**src/rtl/pcg_pkg.sv**
```systemverilog
package pcg_pkg;
  // Timing selection for the hold-off and timeout counters.
  typedef enum logic {
    PCG_FULL = 1'b0,
    PCG_LOW  = 1'b1
  } pcg_mode_e;
endpackage

```
**src/rtl/pcg_skip_fifo.sv**
```systemverilog
// Sample-skip counter plus a shift FIFO of DEPTH words and their mean.
module pcg_skip_fifo #(
  parameter int DW     = 16,
  parameter int DEPTH  = 4,
  parameter int SKIP_W = 4
) (
  input  logic                      clk_i,
  input  logic                      rst_ni,
  input  logic                      stb_i,
  input  logic [DW-1:0]             data_i,
  input  logic [SKIP_W-1:0]         skip_i,
  output logic                      acc_o,
  output logic [DEPTH-1:0][DW-1:0]  word_o,
  output logic [DW-1:0]             avg_o
);
  // DEPTH must be a power of two so the mean is a shift.
  localparam int AW    = $clog2(DEPTH);
  localparam int SUM_W = DW + AW;

  logic [SKIP_W-1:0]         scnt_q, scnt_d;
  logic [DEPTH-1:0][DW-1:0]  word_q;
  logic [SUM_W-1:0]          sum;

  // Skip counter: accept on a zero count, wrap after skip_i strobes.
  always_comb begin
    acc_o  = stb_i && (scnt_q == '0);
    scnt_d = scnt_q;
    if (stb_i) begin
      if (scnt_q >= skip_i) scnt_d = '0;
      else                  scnt_d = scnt_q + SKIP_W'(1);
    end
  end

  always_ff @(posedge clk_i or negedge rst_ni) begin
    if (!rst_ni)    scnt_q <= '0;
    else if (stb_i) scnt_q <= scnt_d;
  end

  // Word 0 takes the new sample, the others shift one place older.
  for (genvar i = 0; i < DEPTH; i++) begin : g_word
    if (i == 0) begin : g_head
      always_ff @(posedge clk_i or negedge rst_ni) begin
        if (!rst_ni)    word_q[i] <= '0;
        else if (acc_o) word_q[i] <= data_i;
      end
    end else begin : g_tail
      always_ff @(posedge clk_i or negedge rst_ni) begin
        if (!rst_ni)    word_q[i] <= '0;
        else if (acc_o) word_q[i] <= word_q[i-1];
      end
    end
  end

  always_comb begin
    sum = '0;
    for (int i = 0; i < DEPTH; i++) sum = sum + SUM_W'(word_q[i]);
    avg_o = DW'(sum >> AW);
  end

  assign word_o = word_q;
endmodule

```
**src/rtl/pcg_abs_cmp.sv**
```systemverilog
// |a - b| > lvl << SHIFT, evaluated in a width that cannot overflow.
module pcg_abs_cmp #(
  parameter int DW    = 16,
  parameter int FW    = 6,
  parameter int SHIFT = 4
) (
  input  logic [DW-1:0] a_i,
  input  logic [DW-1:0] b_i,
  input  logic [FW-1:0] lvl_i,
  output logic          hit_o
);
  localparam int TW = FW + SHIFT;
  localparam int CW = ((DW > TW) ? DW : TW) + 1;

  logic [CW-1:0] ax, bx, mag, thr;

  always_comb begin
    ax    = CW'(a_i);
    bx    = CW'(b_i);
    mag   = (ax >= bx) ? (ax - bx) : (bx - ax);
    thr   = CW'(lvl_i) << SHIFT;
    hit_o = mag > thr;
  end
endmodule

```
**src/rtl/pcg_hold_timer.sv**
```systemverilog
// Calibration gate: hold-off after proximity and forced-recalibration timeout
// , both advanced once per sequence tick.
module pcg_hold_timer
  import pcg_pkg::*;
#(
  parameter int HOLD_W = 4,
  parameter int FP_SH  = 4,
  parameter int LP_SH  = 2,
  parameter int TFP_W  = 10,
  parameter int TLP_W  = 6
) (
  input  logic              clk_i,
  input  logic              rst_ni,
  input  logic              tick_i,
  input  logic              prox_i,
  input  logic              above_i,
  input  logic              lp_i,
  input  logic [HOLD_W-1:0] hold_fp_i,
  input  logic [HOLD_W-1:0] hold_lp_i,
  input  logic [TFP_W-1:0]  tmo_fp_i,
  input  logic [TLP_W-1:0]  tmo_lp_i,
  output logic              cal_en_o,
  output logic              recal_o
);
  localparam int SH_MAX = (FP_SH > LP_SH) ? FP_SH : LP_SH;
  localparam int HC_W   = HOLD_W + SH_MAX;
  localparam int TC_W   = (TFP_W > TLP_W) ? TFP_W : TLP_W;

  pcg_mode_e        mode;
  logic [HC_W-1:0]  hold_q, hold_d, hold_load;
  logic [TC_W-1:0]  tcnt_q, tcnt_d, tmo_lim;
  logic [TC_W:0]    tcnt_inc;
  logic             cal_q, cal_d;
  logic             recal_q, recal_d;

  assign mode = lp_i ? PCG_LOW : PCG_FULL;

  always_comb begin
    hold_load = (mode == PCG_LOW) ? (HC_W'(hold_lp_i) << LP_SH)
                                  : (HC_W'(hold_fp_i) << FP_SH);
    tmo_lim   = (mode == PCG_LOW) ? TC_W'(tmo_lp_i) : TC_W'(tmo_fp_i);
    tcnt_inc  = {1'b0, tcnt_q} + (TC_W+1)'(1);

    hold_d  = hold_q;
    tcnt_d  = tcnt_q;
    cal_d   = cal_q;
    recal_d = 1'b0;

    if (tick_i) begin
      // Timeout: consecutive ticks above ambient by the level.
      if (above_i && (tmo_lim != '0)) begin
        if (tcnt_inc >= {1'b0, tmo_lim}) begin
          recal_d = 1'b1;
          tcnt_d  = '0;
          hold_d  = '0;
          cal_d   = 1'b1;
        end else begin
          tcnt_d = tcnt_inc[TC_W-1:0];
        end
      end else begin
        tcnt_d = '0;
      end

      // Hold-off: reload while near, count down once clear.
      if (!recal_d) begin
        if (prox_i) begin
          cal_d  = 1'b0;
          hold_d = hold_load;
        end else if (hold_q > HC_W'(1)) begin
          cal_d  = 1'b0;
          hold_d = hold_q - HC_W'(1);
        end else begin
          cal_d  = 1'b1;
          hold_d = '0;
        end
      end
    end
  end

  always_ff @(posedge clk_i or negedge rst_ni) begin
    if (!rst_ni) begin
      hold_q <= '0;
      tcnt_q <= '0;
      cal_q  <= 1'b1;
    end else if (tick_i) begin
      hold_q <= hold_d;
      tcnt_q <= tcnt_d;
      cal_q  <= cal_d;
    end
  end

  always_ff @(posedge clk_i or negedge rst_ni) begin
    if (!rst_ni) recal_q <= 1'b0;
    else         recal_q <= recal_d;
  end

  assign cal_en_o = cal_q;
  assign recal_o  = recal_q;
endmodule

```
**src/rtl/prox_cal_gate.sv**
```systemverilog
module prox_cal_gate #(
  parameter int DW        = 16,
  parameter int DEPTH     = 4,
  parameter int SKIP_W    = 4,
  parameter int RATE_W    = 6,
  parameter int LVL_W     = 8,
  parameter int THR_SH    = 4,
  parameter int HOLD_W    = 4,
  parameter int HOLD_FPSH = 4,
  parameter int HOLD_LPSH = 2,
  parameter int TFP_W     = 10,
  parameter int TLP_W     = 6,
  parameter int RATE_NEW  = 1,
  parameter int RATE_OLD  = DEPTH - 1
) (
  input  logic              clk_i,
  input  logic              rst_ni,
  input  logic              smp_valid_i,
  input  logic [DW-1:0]     smp_data_i,
  input  logic [DW-1:0]     ambient_i,
  input  logic              lp_mode_i,
  input  logic [RATE_W-1:0] det_rate_i,
  input  logic [LVL_W-1:0]  recal_lvl_i,
  input  logic [HOLD_W-1:0] hold_fp_i,
  input  logic [HOLD_W-1:0] hold_lp_i,
  input  logic [TFP_W-1:0]  tmo_fp_i,
  input  logic [TLP_W-1:0]  tmo_lp_i,
  input  logic [SKIP_W-1:0] skip_i,
  output logic              prox_o,
  output logic              cal_en_o,
  output logic              recal_o,
  output logic [DW-1:0]     fast_avg_o
);
  logic [1:0]               rsync_q;
  logic                     rst_n;
  logic                     tick_q;
  logic                     fifo_acc;
  logic [DEPTH-1:0][DW-1:0] fifo_word;
  logic [DW-1:0]            fifo_avg;
  logic                     near_rate, near_lvl, above;

  // Reset: asserted asynchronously, released after two clock edges.
  always_ff @(posedge clk_i or negedge rst_ni) begin
    if (!rst_ni) rsync_q <= '0;
    else         rsync_q <= {rsync_q[0], 1'b1};
  end
  assign rst_n = rsync_q[1];

  // Sequence tick: evaluated one cycle after the strobe, on updated FIFO data.
  always_ff @(posedge clk_i or negedge rst_n) begin
    if (!rst_n) tick_q <= 1'b0;
    else        tick_q <= smp_valid_i;
  end

  pcg_skip_fifo #(
    .DW     (DW),
    .DEPTH  (DEPTH),
    .SKIP_W (SKIP_W)
  ) u_fifo (
    .clk_i  (clk_i),
    .rst_ni (rst_n),
    .stb_i  (smp_valid_i),
    .data_i (smp_data_i),
    .skip_i (skip_i),
    .acc_o  (fifo_acc),
    .word_o (fifo_word),
    .avg_o  (fifo_avg)
  );

  pcg_abs_cmp #(
    .DW    (DW),
    .FW    (RATE_W),
    .SHIFT (THR_SH)
  ) u_cmp_rate (
    .a_i   (fifo_word[RATE_NEW]),
    .b_i   (fifo_word[RATE_OLD]),
    .lvl_i (det_rate_i),
    .hit_o (near_rate)
  );

  pcg_abs_cmp #(
    .DW    (DW),
    .FW    (LVL_W),
    .SHIFT (THR_SH)
  ) u_cmp_lvl (
    .a_i   (fifo_avg),
    .b_i   (ambient_i),
    .lvl_i (recal_lvl_i),
    .hit_o (near_lvl)
  );

  // Only an offset above ambient feeds the timeout.
  assign above  = near_lvl && (fifo_avg > ambient_i);
  assign prox_o = near_rate || near_lvl;

  pcg_hold_timer #(
    .HOLD_W (HOLD_W),
    .FP_SH  (HOLD_FPSH),
    .LP_SH  (HOLD_LPSH),
    .TFP_W  (TFP_W),
    .TLP_W  (TLP_W)
  ) u_gate (
    .clk_i     (clk_i),
    .rst_ni    (rst_n),
    .tick_i    (tick_q),
    .prox_i    (prox_o),
    .above_i   (above),
    .lp_i      (lp_mode_i),
    .hold_fp_i (hold_fp_i),
    .hold_lp_i (hold_lp_i),
    .tmo_fp_i  (tmo_fp_i),
    .tmo_lp_i  (tmo_lp_i),
    .cal_en_o  (cal_en_o),
    .recal_o   (recal_o)
  );

  assign fast_avg_o = fifo_avg;
endmodule

```
**config.mk**
```make
export PLATFORM = sky130hd
export DESIGN_NAME = prox_cal_gate
export DESIGN_NICKNAME = d
export VERILOG_FILES = /design/src/rtl/pcg_pkg.sv /design/src/rtl/pcg_skip_fifo.sv /design/src/rtl/pcg_abs_cmp.sv /design/src/rtl/pcg_hold_timer.sv /design/src/rtl/prox_cal_gate.sv
export SDC_FILE = /design/constraint.sdc
export NUM_CORES = 1
export LEC_CHECK = 0
export ABC_AREA = 1
export CAP_MARGIN = 20
export CELL_PAD_IN_SITES_DETAIL_PLACEMENT = 1
export CELL_PAD_IN_SITES_GLOBAL_PLACEMENT = 2
export CORE_ASPECT_RATIO = 0.8
export CORE_MARGIN = 2
export CORE_UTILIZATION = 36
export CTS_BUF_LIST = sky130_fd_sc_hd__clkbuf_8
export CTS_CLUSTER_SIZE = 30
export DETAILED_ROUTE_END_ITERATION = 12
export PLACE_DENSITY = 0.95
export SYNTH_ARGS = -nofsm -noshare
export SYNTH_HDL_FRONTEND = slang
export SYNTH_HIERARCHICAL = 1
export SYNTH_SLANG_ARGS = --single-unit
```
**constraint.sdc**
```tcl
create_clock -name clk_i -period 17.4 [get_ports clk_i]
set_input_delay 3.48 -clock clk_i [delete_from_list [all_inputs] [get_ports clk_i]]
set_output_delay 3.48 -clock clk_i [all_outputs]
set_load 0.02 [all_outputs]
```
==> reports/results.ini <==
[synthesis]
ys.flop_type=dfrtp_1
postSynthAreaPerCell_sq_um=6.19
syn_area_sq_mm=0.0117
async_flop_share_pct=100
ys_top_cells_by_count=nand2_1, inv_1, ha_1
ys_seq_elements=91
synth.distinct_cells=47
synth_top_area_share_pct=22.7
synth_seq_area_share_pct=19.5
synthesis.nets=2128
yosysTopAreaCell=nand2_1
synth_cells=1884
yosys_warnings=6
synth_edf_count=0
yosysMostFrequentCell=nand2_1
synth.area.top_cells=nand2_1, dfrtp_1, ha_1

[floorplanning]
rows=58
fp.dieH_microns=165
core-area_sq_mm=0.0316
dieArea_sq_mm=0.0339
initial_core_util_pct=36.9
num_io_pins=97
die_w_microns=205

[hold_path]
min_path_type=reg2async

[clocking]
htree_levels=3
cts_tree=yes
postCtsSetupBuffers=0
clock_latency_ns=0.40
clock-sinks=91
cts_max_path_buffers=2
clkTransAtPathRegs_ns=0.11
hold_buffers=0
cts.repair.resized=0
cts_made_buffers=9
clockRootBuffer=clkbuf_8

[finish]
multi_input_area_sq_mm=0.00788
area_delta_synth_final_pct=12.9
num-fill-cells=4337
antennaDiodeCount=0
num-nets-final=2205
drive_gt1_share_pct=4.37
final-seq-area_sq_mm=0.00228

[route]
drt-initial-drc-count=666
post_drt_wl_per_cell_microns=15.5
drc=0
vias=11700
drt-total-wl_microns=37000
antenna_left=0
vias_per_cell=4.89
drt_first_pass_iters=4

[setup_path]
crit_path_end_kind=output pin
crit_buf_inv=7
worstSetupStartpointType=flop
worstPathRequired_ns=13.92
cp_slowest_cell=a21oi_2
path_depth=41
critPathKind=reg2out
slowest_delay_ns=0.59
crit_arrival_ns=8.44
worst-r2r-cell-count=47
cp_common_cell=nand2_1
path_delay_family=simple AND/OR/NAND/NOR gates
path_max_fanout=12

[outcome]
outcome=complete, no violations

[place]
hpwl_microns=31500
port_buffers=96
gp_congestion=0.916

[global_routing]
overflow=0
antenna_found_initial=0
track_usage_pct=22.3
grt_first_pass_wirelength_microns=60400
grt_max_degree=72
grt_pass1_vias=11700

[timing]
rsz0062_at_grt=no
final-setup-viol-count=0
slew_viol_final=0
max-slew-margin-rel_pct=32.4
clock.fmax_mhz=83.9
finalSetupTns_ns=0
hold_viol=0
tightest_slew_ns=1.01
fin_worst_skew_ns=0.0197
period_minus_slack_ns=11.92
finalCritPeriodShare_pct=68.5

[job]
maxCapViolations=0

placed cells by master, fill, tap and decap left out, types with 6 or more instances in the layout:
master,instances
a21o_1,7
a21oi_1,90
and2_1,6
clkbuf_8,9
clkdlybuf4s50_1,96
dfrtp_1,89
fa_1,21
ha_1,145
inv_1,321
inv_2,19
nand2_1,706
nand2_2,16
nand3_1,97
nand4_1,28
nor2_1,120
nor2_2,7
nor3_1,14
o21ai_0,58
o21ai_1,19
xnor2_1,13
xor2_1,33
worst paths after layout:
kind                                               start                             to  slack [ns]
setup / recovery           u_fifo/word_o[16]$_DFFE_PN0P_                         prox_o        5.48
hold / removal                      rsync_q[1]$_DFF_PN0_  u_fifo/word_o[28]$_DFFE_PN0P_        0.21
setup reg to reg           u_fifo/word_o[16]$_DFFE_PN0P_   u_gate/hold_q[3]$_DFFE_PN0P_        8.99
hold reg to reg                     rsync_q[1]$_DFF_PN0_  u_fifo/word_o[28]$_DFFE_PN0P_        0.21
max in group asynchronous                         rst_ni           rsync_q[1]$_DFF_PN0_       14.01
min in group clk_i                  rsync_q[0]$_DFF_PN0_           rsync_q[1]$_DFF_PN0_        0.37
cell families (layout without fill, tap and decap cells):
family | after synthesis | in the layout | synth area share, %
adders and majority gates | 166 | 166 | 19.2
buffers and inverters | 375 | 457 | 12.9
other | 1 | 1 | 0.0321
and+or+nand+nor | 1015 | 1015 | 36.2
DFF | 91 | 91 | 19.5
xor gates and xnor gates | 46 | 46 | 3.45
AOI/OAI and AO/OA | 190 | 190 | 8.70
final cells by class:
| cell class | instances | area share, % |
|---|---|---|
| flip-flops and latches | 91 | 17.3 |
| multi-input cells | 1418 | 59.9 |
| repair buffers | 98 | 7.41 |
| inverters | 343 | 9.80 |
| well taps | 420 | 3.99 |
| clock inverters | 7 | 0.665 |
| clock buffers | 9 | 0.941 |
flip-flops by register name, indices dropped and copies added (netlist names):
signal,count
u_gate/cal_en_o,1
u_gate/tcnt_q,10
tick_q,1
u_gate/recal_o,1
rsync_q,2
u_fifo/word_o,64
u_gate/hold_q,8
u_fifo/scnt_q,4
per-stage QoR:
| stage | std cells | area (sq um) | util (%) | worst slack [ns] | hold slack [ns] |
|---|---|---|---|---|---|
| 2_1_floorplan | 1884 | 11700 | - | 7.76 | 0.331 |
| 3_5_place_dp | 2370 | 13000 | 40.9 | 5.71 | 0.210 |
| 5_1_grt | 2386 | 13200 | 41.6 | 4.84 | 0.229 |
| 3_3_place_gp | 2370 | 13000 | 40.9 | 5.85 | 0.207 |
| 4_1_cts | 2386 | 13200 | 41.6 | 5.49 | 0.219 |
| 6_report | 2386 | 13200 | 41.6 | 5.48 | 0.209 |
routing by layer:
metal | routed length, microns | vias to the layer above | GRT usage (%)
li1 | - | 5971 | -
met1 | 20100 | 5521 | 34.1
met2 | 15400 | 166 | 33.8
met3 | 1350 | 15 | 3.10
met4 | 222 | 0 | 2.94
met5 | 0 | - | 0
Power is not shown: default switching activity piles up to over one toggle a cycle in this logic, so the estimate is an artifact.
